===== src/rtl/gsps_pkg.sv =====
package gsps_pkg;

  typedef enum logic [3:0] {
    PH_IDLE, PH_LEAD, PH_PRE, PH_GAP, PH_SAMP, PH_TAIL,
    PH_RST, PH_DSW, PH_DSP, PH_GUARD
  } phase_e;

  // Slots of the duration vector
  localparam int unsigned NDUR    = 8;
  localparam int unsigned IX_LEAD = 0;
  localparam int unsigned IX_PRE  = 1;
  localparam int unsigned IX_GAP  = 2;
  localparam int unsigned IX_SAMP = 3;
  localparam int unsigned IX_TAIL = 4;
  localparam int unsigned IX_RST  = 5;
  localparam int unsigned IX_DSD  = 6;
  localparam int unsigned IX_DSW  = 7;

  // Raise a count to its floor
  function automatic int unsigned floor_to(int unsigned v, int unsigned lo);
    return (v < lo) ? lo : v;
  endfunction

  // Tail that makes head + tail reach min_low
  function automatic int unsigned fill_tail(int unsigned head, int unsigned tail,
                                            int unsigned min_low);
    return ((head + tail) < min_low) ? (min_low - head) : tail;
  endfunction

  // Cycles to hold after reset so that exposure cannot undercut integ
  function automatic int unsigned guard_len(int unsigned integ, int unsigned head_min);
    return (integ > (head_min + 1)) ? (integ - head_min - 1) : 0;
  endfunction

endpackage


===== src/rtl/gsps_cfg_snap.sv =====
module gsps_cfg_snap
  import gsps_pkg::*;
#(
  parameter int unsigned             CW      = 16,
  parameter logic [NDUR-1:0][31:0]   MIN_TAB = '0,
  parameter int unsigned             MIN_LOW = 1
) (
  input  logic                      clk_i,
  input  logic                      rst_ni,
  input  logic                      capture_i,
  input  logic [NDUR-1:0][CW-1:0]   raw_i,
  input  logic                      ds_en_i,
  output logic [NDUR-1:0][CW-1:0]   dur_o,
  output logic                      ds_en_o
);

  logic [NDUR-1:0][CW-1:0] live;
  logic [NDUR-1:0][CW-1:0] held;
  logic                    ds_en_q;
  int unsigned             head_sum;

  assign head_sum = floor_to(32'(raw_i[IX_LEAD]), MIN_TAB[IX_LEAD])
                  + floor_to(32'(raw_i[IX_PRE]),  MIN_TAB[IX_PRE])
                  + floor_to(32'(raw_i[IX_GAP]),  MIN_TAB[IX_GAP])
                  + floor_to(32'(raw_i[IX_SAMP]), MIN_TAB[IX_SAMP]);

  for (genvar k = 0; k < NDUR; k++) begin : g_clamp
    if (k == IX_TAIL) begin : g_tail
      assign live[k] = CW'(fill_tail(head_sum,
                                     floor_to(32'(raw_i[k]), MIN_TAB[k]),
                                     MIN_LOW));
    end else begin : g_plain
      assign live[k] = CW'(floor_to(32'(raw_i[k]), MIN_TAB[k]));
    end
  end

  always_ff @(posedge clk_i or negedge rst_ni) begin
    if (!rst_ni) begin
      held    <= '0;
      ds_en_q <= 1'b0;
    end else if (capture_i) begin
      held    <= live;
      ds_en_q <= ds_en_i;
    end
  end

  // In the accept cycle the live values feed the first phase load
  assign dur_o   = capture_i ? live    : held;
  assign ds_en_o = capture_i ? ds_en_i : ds_en_q;

endmodule


===== src/rtl/gsps_timer.sv =====
module gsps_timer #(
  parameter int unsigned CW = 16
) (
  input  logic          clk_i,
  input  logic          rst_ni,
  input  logic          load_i,
  input  logic [CW-1:0] len_i,
  output logic          done_o
);

  logic [CW-1:0] cnt;

  // A phase of len cycles: load len-1, end when zero is reached
  always_ff @(posedge clk_i or negedge rst_ni) begin
    if (!rst_ni) begin
      cnt <= '0;
    end else if (load_i) begin
      cnt <= (len_i == '0) ? '0 : len_i - 1'b1;
    end else if (cnt != '0) begin
      cnt <= cnt - 1'b1;
    end
  end

  assign done_o = (cnt == '0);

endmodule


===== src/rtl/gsps_phase_fsm.sv =====
module gsps_phase_fsm
  import gsps_pkg::*;
#(
  parameter int unsigned CW        = 16,
  parameter int unsigned GUARD_LEN = 0
) (
  input  logic                    clk_i,
  input  logic                    rst_ni,
  input  logic                    frame_start_i,
  input  logic                    done_i,
  input  logic [NDUR-1:0][CW-1:0] dur_i,
  input  logic                    ds_en_i,
  output phase_e                  phase_o,
  output logic                    accept_o,
  output logic                    load_o,
  output logic [CW-1:0]           len_o,
  output logic                    ready_o
);

  localparam logic [CW-1:0] GUARD_CNT = CW'(GUARD_LEN);
  localparam bit            HAS_GUARD = (GUARD_LEN > 0);

  phase_e ph_q, ph_d;
  logic   ready_q;

  always_comb begin
    ph_d     = ph_q;
    load_o   = 1'b0;
    len_o    = '0;
    accept_o = 1'b0;
    unique case (ph_q)
      PH_IDLE: if (frame_start_i) begin
        ph_d = PH_LEAD; load_o = 1'b1; len_o = dur_i[IX_LEAD]; accept_o = 1'b1;
      end
      PH_LEAD: if (done_i) begin
        ph_d = PH_PRE;  load_o = 1'b1; len_o = dur_i[IX_PRE];
      end
      PH_PRE: if (done_i) begin
        ph_d = PH_GAP;  load_o = 1'b1; len_o = dur_i[IX_GAP];
      end
      PH_GAP: if (done_i) begin
        ph_d = PH_SAMP; load_o = 1'b1; len_o = dur_i[IX_SAMP];
      end
      PH_SAMP: if (done_i) begin
        ph_d = PH_TAIL; load_o = 1'b1; len_o = dur_i[IX_TAIL];
      end
      PH_TAIL: if (done_i) begin
        ph_d = PH_RST;  load_o = 1'b1; len_o = dur_i[IX_RST];
      end
      PH_RST: if (done_i) begin
        if (ds_en_i) begin
          ph_d = PH_DSW; load_o = 1'b1; len_o = dur_i[IX_DSD];
        end else if (HAS_GUARD) begin
          ph_d = PH_GUARD; load_o = 1'b1; len_o = GUARD_CNT;
        end else begin
          ph_d = PH_IDLE;
        end
      end
      PH_DSW: if (done_i) begin
        ph_d = PH_DSP;  load_o = 1'b1; len_o = dur_i[IX_DSW];
      end
      PH_DSP: if (done_i) begin
        if (HAS_GUARD) begin
          ph_d = PH_GUARD; load_o = 1'b1; len_o = GUARD_CNT;
        end else begin
          ph_d = PH_IDLE;
        end
      end
      PH_GUARD: if (done_i) ph_d = PH_IDLE;
      default: ph_d = PH_IDLE;
    endcase
  end

  always_ff @(posedge clk_i or negedge rst_ni) begin
    if (!rst_ni) begin
      ph_q    <= PH_IDLE;
      ready_q <= 1'b0;
    end else begin
      ph_q    <= ph_d;
      ready_q <= (ph_q == PH_TAIL) && done_i;
    end
  end

  assign phase_o = ph_q;
  assign ready_o = ready_q;

endmodule


===== src/rtl/gs_pulse_seq.sv =====
module gs_pulse_seq
  import gsps_pkg::*;
#(
  parameter int unsigned CW        = 16,
  parameter int unsigned MIN_LEAD  = 26,
  parameter int unsigned MIN_PRE   = 63,
  parameter int unsigned MIN_GAP   = 51,
  parameter int unsigned MIN_SAMP  = 488,
  parameter int unsigned MIN_TAIL  = 1,
  parameter int unsigned MIN_LOW   = 626,
  parameter int unsigned MIN_RST   = 4,
  parameter int unsigned MIN_INTEG = 251,
  parameter int unsigned MIN_DSD   = 1,
  parameter int unsigned MIN_DSW   = 4
) (
  input  logic          clk_i,
  input  logic          rst_ni,
  input  logic          frame_start_i,
  input  logic [CW-1:0] cfg_lead_i,
  input  logic [CW-1:0] cfg_pre_i,
  input  logic [CW-1:0] cfg_gap_i,
  input  logic [CW-1:0] cfg_samp_i,
  input  logic [CW-1:0] cfg_tail_i,
  input  logic [CW-1:0] cfg_rst_i,
  input  logic          cfg_ds_en_i,
  input  logic [CW-1:0] cfg_ds_dly_i,
  input  logic [CW-1:0] cfg_ds_w_i,
  output logic          boost_o,
  output logic          pchg_o,
  output logic          smpl_o,
  output logic          pdrst_o,
  output logic          dsrst_o,
  output logic          busy_o,
  output logic          ready_o
);

  localparam logic [NDUR-1:0][31:0] MIN_TAB = {
    32'(MIN_DSW), 32'(MIN_DSD), 32'(MIN_RST), 32'(MIN_TAIL),
    32'(MIN_SAMP), 32'(MIN_GAP), 32'(MIN_PRE), 32'(MIN_LEAD)};
  localparam int unsigned HEAD_MIN  = MIN_LEAD + MIN_PRE + MIN_GAP;
  localparam int unsigned GUARD_LEN = guard_len(MIN_INTEG, HEAD_MIN);

  logic [NDUR-1:0][CW-1:0] raw;
  logic [NDUR-1:0][CW-1:0] dur;
  logic                    ds_en_eff;
  logic                    frame_accept;
  logic                    tmr_load;
  logic [CW-1:0]           tmr_len;
  logic                    tmr_done;
  logic                    store_win;
  phase_e                  ph;

  assign raw[IX_LEAD] = cfg_lead_i;
  assign raw[IX_PRE]  = cfg_pre_i;
  assign raw[IX_GAP]  = cfg_gap_i;
  assign raw[IX_SAMP] = cfg_samp_i;
  assign raw[IX_TAIL] = cfg_tail_i;
  assign raw[IX_RST]  = cfg_rst_i;
  assign raw[IX_DSD]  = cfg_ds_dly_i;
  assign raw[IX_DSW]  = cfg_ds_w_i;

  gsps_cfg_snap #(.CW(CW), .MIN_TAB(MIN_TAB), .MIN_LOW(MIN_LOW)) u_snap (
    .clk_i     (clk_i),
    .rst_ni    (rst_ni),
    .capture_i (frame_accept),
    .raw_i     (raw),
    .ds_en_i   (cfg_ds_en_i),
    .dur_o     (dur),
    .ds_en_o   (ds_en_eff)
  );

  gsps_timer #(.CW(CW)) u_timer (
    .clk_i  (clk_i),
    .rst_ni (rst_ni),
    .load_i (tmr_load),
    .len_i  (tmr_len),
    .done_o (tmr_done)
  );

  gsps_phase_fsm #(.CW(CW), .GUARD_LEN(GUARD_LEN)) u_fsm (
    .clk_i         (clk_i),
    .rst_ni        (rst_ni),
    .frame_start_i (frame_start_i),
    .done_i        (tmr_done),
    .dur_i         (dur),
    .ds_en_i       (ds_en_eff),
    .phase_o       (ph),
    .accept_o      (frame_accept),
    .load_o        (tmr_load),
    .len_o         (tmr_len),
    .ready_o       (ready_o)
  );

  // Storage window: every phase where the boost line is held low
  assign store_win = (ph == PH_LEAD) || (ph == PH_PRE) || (ph == PH_GAP) ||
                     (ph == PH_SAMP) || (ph == PH_TAIL);

  assign boost_o = !store_win;
  assign busy_o  = store_win;
  assign pchg_o  = (ph == PH_PRE);
  assign smpl_o  = (ph == PH_SAMP);
  assign pdrst_o = (ph == PH_RST);
  assign dsrst_o = (ph == PH_DSP);

endmodule


===== config.mk =====
export PLATFORM = sky130hd
export DESIGN_NAME = gs_pulse_seq
export DESIGN_NICKNAME = d
export VERILOG_FILES = /design/src/rtl/gsps_pkg.sv /design/src/rtl/gsps_cfg_snap.sv /design/src/rtl/gsps_timer.sv /design/src/rtl/gsps_phase_fsm.sv /design/src/rtl/gs_pulse_seq.sv
export SDC_FILE = /design/constraint.sdc
export NUM_CORES = 1
export LEC_CHECK = 0
export ABC_AREA = 1
export BUFFER_PORTS_ARGS = -buffer_cell sky130_fd_sc_hd__buf_2
export CAP_MARGIN = 40
export CORE_UTILIZATION = 45
export CTS_CLUSTER_SIZE = 20
export DETAILED_ROUTE_END_ITERATION = 10
export PLACE_DENSITY = 0.76
export SLEW_MARGIN = 20
export SYNTH_ARGS = -nofsm -noshare
export SYNTH_HDL_FRONTEND = slang
export SYNTH_SLANG_ARGS = --single-unit
export TNS_END_PERCENT = 10

===== constraint.sdc =====
create_clock -name clk_i -period 5.8 [get_ports clk_i]
set_input_delay 0.58 -clock clk_i [delete_from_list [all_inputs] [get_ports clk_i]]
set_output_delay 0.58 -clock clk_i [all_outputs]
set_load 0.02 [all_outputs]

# Yosys cells after proc, flatten, opt, wreduce, memory -nomap -nowiden

Index checks and enable logic that the tools add are counted.

Bits in registers: 150
Latch bits: 0
Bits in writable memories: 0
ROM bits: 0
Output and inout bits: 7
Memories: 0

$add $sub $neg: 7
$mul: 0
Div/mod/pow operators: 0
$lt $le $gt $ge: 9
Equality and inequality tests: 19
Shifts and indexed selects: 0
Multiplexer cells: 41
Bitwise operators: 0
Reductions and logical operators: 13

Operators by type and width:

| operator               | number |
|---|---|
| $mux 16                | 21 |
| $pmux 16 s9            | 1 |
| $mux 128               | 1 |
| $add 32x16->32         | 2 |
| $add 32x32->32         | 2 |
| $mux 4                 | 11 |
| $pmux 4 s10            | 1 |
| $logic_not 16->1       | 2 |
| $lt 16x1->1 const B    | 2 |
| $lt 16x3->1 const B    | 2 |
| $lt 16x6->1 const B    | 2 |
| $lt 32x10->1 const B   | 1 |
| $sub 16x1->16 const B  | 2 |
| $ne 2x1->1 const B     | 9 |
| $eq 4x3->1 const B     | 4 |
| $lt 16x5->1 const B    | 1 |
| $lt 16x9->1 const B    | 1 |
| $reduce_bool 16->1     | 1 |
| $sub 10x16->16 const A | 1 |
| $reduce_and 10->1      | 1 |
| $eq 4x2->1 const B     | 2 |
| $eq 4x4->1 const B     | 2 |
| $reduce_or 8->1        | 1 |
| $mux 7                 | 1 |
| other kinds (9)        | 15 |

# Longest topological paths before layout

Word-level depth: 15
Gate-level depth with buffers: 48
Depth with buffers taken out: 47

# Hierarchy

A second synthesis with hierarchy kept.

Cell total of the unflattened synthesis: 1,921
Area total of the unflattened synthesis: 12,369.4 µm²

Modules (own cells, without submodules):

| module         | instances | cells an instance | area an instance (µm²) |
|---|---|---|---|
| gsps_cfg_snap  | 1         | 1,175             | 8,615.8 |
| gsps_phase_fsm | 1         | 468               | 2,114.5 |
| gsps_timer     | 1         | 263               | 1,576.5 |
| gs_pulse_seq   | 1         | 15                | 62.6 |

# Least setup slack after synthesis

Ideal clock, no wire load.

Path kind: input port to flip-flop
From: input port cfg_pre_i[1]
To: register u_timer.cnt[10]
Setup time: 0.075 ns
Data arrival time: 6.453 ns
Required time: 5.725 ns
Setup slack: -0.727 ns
Stages on the path: 42
Path buffers: 1
Cells stage by stage: nand4_1 > inv_1 > a311o_1 > inv_1 > or2_2 > fa_1 > inv_1 > fa_1 > inv_1 > ha_1 > fa_1 > nand2_1 > nand2_1 > nand2_1 > o21ai_0 > xnor2_1 > inv_1 > ha_1 > [... 6 more ...] > nand2_1 > nand2_1 > a21oi_2 > nand2_2 > nor2_8 > buf_4 > nand3_1 > nand3_1 > nand2_1 > a21oi_2 > ha_1 > nand3_1 > nor2_2 > nand2_2 > nor2_4 > xor2_1 > nand2_1 > a21oi_2

RTL lines:

| item                 | line               | text |
|---|---|---|
| start, declared      | gs_pulse_seq.sv:20 | `input logic [CW-1:0] cfg_pre_i,` |
| end signal, assigned | gsps_timer.sv:18   | `cnt <= (len_i == '0) ? '0 : len_i - 1'b1;` |
| end signal, assigned | gsps_timer.sv:20   | `cnt <= cnt - 1'b1;` |
| end, declared        | gsps_timer.sv:11   | `logic [CW-1:0] cnt;` |

==> flow_summary_export.csv <==
group,metric,value,unit
status,status,"finished with violations",
status,violations,"setup timing",
grt,grt_pass1_vias,11559,
synth,synth_top_area_share,30.8,%
floorplan,coreArea,23600,sq um
pwr,p_leak,7.86,nW
layout,nNetsFinal,2110,
pwr,p_comb_share,65.9,%
synth,yosys_warnings,0,
worst_setup_path,slowest_stage,"fa_1",
cts,clk_pin_slew,0.06,ns
pwr,pwr-share-seq,19.8,%
grt,grt-ovfl-total,0,
worst_setup_path,cp-start-kind,"input port",
cts,cts_num_sinks,134,
detailed_routing,dr.pass1.iters,6,
synth,synth_top_family_by_area,"simple AND/OR/NAND/NOR gates",
detailed_routing,wl_per_cell,16.7,um
synth,synth_compound_area_share,8.96,%
cts,cts_max_level,4,
detailed_routing,drtAntennaViolNets,0,
run,cap_violations,0,
pwr,switching_power,3.52,mW
worst_setup_path,crit_type,"input port to register",
detailed_routing,drc_errors,0,
synth,synth-simple-area-share,35.7,%
pwr,ir_worst_vdd,0.273,mV
synth,ys_types,53,
synth,synthXorXnorAreaFrac,3.46,%
cts,clock_latency,0.43,ns
sta,setup_tns,-8.87,ns
sta,slew_headroom,39.3,%
worst_setup_path,max_stage_delay,0.56,ns
sta,fmax,156,MHz
layout,num_antenna_cells,0,
placement,hpwl,28400,um
worst_setup_path,worst-path-max-fanout,6,
synth,synth-edff-count,0,
pwr,clock_power_share,14.3,%
sta,min_period_over_period,110,%
worst_setup_path,crit_top_cell,"nand2_2",
layout,drive_gt1_share,31.2,%
placement,gp_congestion,0.941,
synth,ys_seq_area_share,30.8,%
synth,synthMuxAreaShare,0.184,%
floorplan,dieArea,24800,sq um
floorplan,die_h,157,um
pwr,power.density,523,nW/um^2
sta,rsz0062_at_grt,"true",
synth,yosys.area.top_type,"dfrtp_1",
worst_setup_path,worstPathArrival,6.75,ns
sta,worst_pin_slew,0.907,ns
synth,yosys.area_share.adder,10.3,%
worst_setup_path,required,6.15,ns
sta,layout_setup_ws,-0.605,ns
floorplan,ios,139,
worst_setup_path,cp-end-kind,"register",
pwr,intPower,4.20,mW
sta,slew_viol_final,0,
floorplan,num_rows,56,
synth,async_reset_ff_share,100,%
synth,syn_area_per_cell,6.81,sq um
synth,yosysMostFrequentCell,"nand2_1",
synth,netlist_instances,1598,
synth,syn-num-nets,1800,
layout,area_growth,35.8,%
sta,finClkSkew,0.00977,ns
detailed_routing,vias_per_cell,5.33,
synth,synth_ff_type,"dfrtp_1",
sta,hold_viol_final,0,
grt,track_usage,30.5,%
synth,syn_area,10900,sq um
placement,place_ws,-1.14,ns
grt,antenna_found_initial,0,
grt,grt_max_degree,141,
detailed_routing,wirelength,37400,um
cts,hold_buffers,0,
floorplan,fp.dieW,157,um
cts,cts_buffers,17,
detailed_routing,vias,11937,
detailed_routing,drt-initial-drc-count,988,
grt,grt_pass1_wl,57800,um
pwr,swShare,45.6,%
synth,synthTopCellsByCount,"nand2_1 (533), inv_1 (210), dfrtp_1 (134)",
cts,cts_tree,"built",
sta,min_period,6.40,ns
sta,setup_viol,16,
synth,ys_ff_latch,134,
synth,ys_top_cells_by_area,"dfrtp_1 (31%), nand2_1 (18%), inv_1 (7.2%)",
cts,clockRootBuffer,"clkbuf_16",
floorplan,initial_core_util,46.1,%
placement,portBuffers,138,
min_path,hp-class,"input port to asynchronous set/reset pin",
cts,clockBufferDepth,2,
layer usage:
layer	wire length, um	track usage, %	vias to the layer above
met4	1830	14.4	0
li1	-	-	5632
met5	0	0	-
met2	17900	51.0	582
met3	3020	5.59	125
met1	14700	37.9	5598
final timing paths:
check,slack [ns],to,cells after the start,start
min in group clk_i,0.40,u_snap.held[102]$_DFF_PN0_,3,cfg_ds_dly_i[6]
max in group asynchronous,4.88,u_snap.held[65]$_DFF_PN0_,3,rst_ni
min,0.06,u_snap.held[24]$_DFF_PN0_,1,rst_ni
min reg2reg,0.47,u_snap.held[97]$_DFF_PN0_,2,u_snap.held[97]$_DFF_PN0_
max reg2reg,1.61,u_timer.cnt[10]$_DFFE_PN0P_,24,u_fsm.phase_o[2]$_DFFE_PN0P_
max,-0.60,u_timer.cnt[10]$_DFFE_PN0P_,44,cfg_lead_i[1]
worst max-delay path: cells and delay by family:
kind                       cells  cell delay [ns]
buffers and inverters          6             0.58
and+or+nand+nor               26             2.61
xor gates and xnor gates       3             0.51
AOI/OAI and AO/OA              3             0.36
adders and majority gates      6             2.11
power by group through the flow:
stage                     Combinational, mW  Clock [mW]  Sequential [mW]
final                                  5.09        1.10             1.53
after floorplan                        2.92           0             1.49
after detailed placement               4.44           0             1.53
after global routing                   5.58        1.15             1.56
after global placement                 4.32           0             1.52
after CTS                              4.63        1.10             1.52
through the flow:
stage | instances | hold WS, ns | area, sq um | util (%) | total power [mW]
after floorplan | 1598 | 0.284 | 11000 | - | 4.41
after global placement | 2176 | 0.450 | 13300 | 56.2 | 5.83
after detailed placement | 2179 | 0.456 | 13300 | 56.4 | 5.97
after CTS | 2220 | 0.0651 | 14200 | 60.0 | 7.26
after global routing | 2240 | 0.0735 | 14800 | 62.5 | 8.29
final | 2240 | 0.0637 | 14800 | 62.5 | 7.72
logic make-up (layout without fill, tap and decap cells):
group | count (synthesis) | in the layout
AO/OA/AOI/OAI | 159 | 159
XOR/XNOR | 43 | 43
adder cells (fa/ha/maj) | 70 | 70
buffers and inverters | 297 | 620
flip-flops | 134 | 134
multiplexers | 2 | 2
AND/OR/NAND/NOR | 893 | 893
cell type report:
cell class,instances,area (sq um)
Inverter,212,796
Sequential cell,134,3350
Clock buffer,19,453
Timing Repair Buffer,376,2620
Fill cell,2002,8850
Multi-Input combinational cell,1167,7000
Tap cell,319,399
Clock inverter,13,146
state kept, by name (all words and copies together) (netlist names):
register / cells
u_snap.held: 112
u_fsm.phase_o: 4
u_fsm.ready_o: 1
u_timer.cnt: 16
u_snap.ds_en_q: 1
cells in the final DEF (no fill, tap or decap), types with 12 or more instances in the layout:
| master | instances |
|---|---|
| inv_1 | 200 |
| ha_1 | 25 |
| nand4_1 | 15 |
| nand2_2 | 45 |
| nor2_2 | 22 |
| fa_1 | 31 |
| buf_4 | 223 |
| inv_2 | 12 |
| or2_2 | 17 |
| nand3_1 | 94 |
| buf_2 | 134 |
| buf_6 | 13 |
| nand2_1 | 505 |
| a21oi_1 | 38 |
| o21ai_0 | 46 |
| xnor2_1 | 14 |
| nand3_2 | 22 |
| dfrtp_1 | 134 |
| xor2_1 | 23 |
| clkbuf_16 | 17 |
| nor3_1 | 12 |
| nor2_1 | 99 |
| a21oi_2 | 17 |
| nor4_1 | 17 |
repair_timing:
item	4_1_cts	5_1_grt
pin swaps	26	66
buffers inserted	9	18
gates resized for setup	39	105
endpoints found under the setup margin	16	21
cloned	0	0
Note: power is estimated with default switching activity, not from simulation.
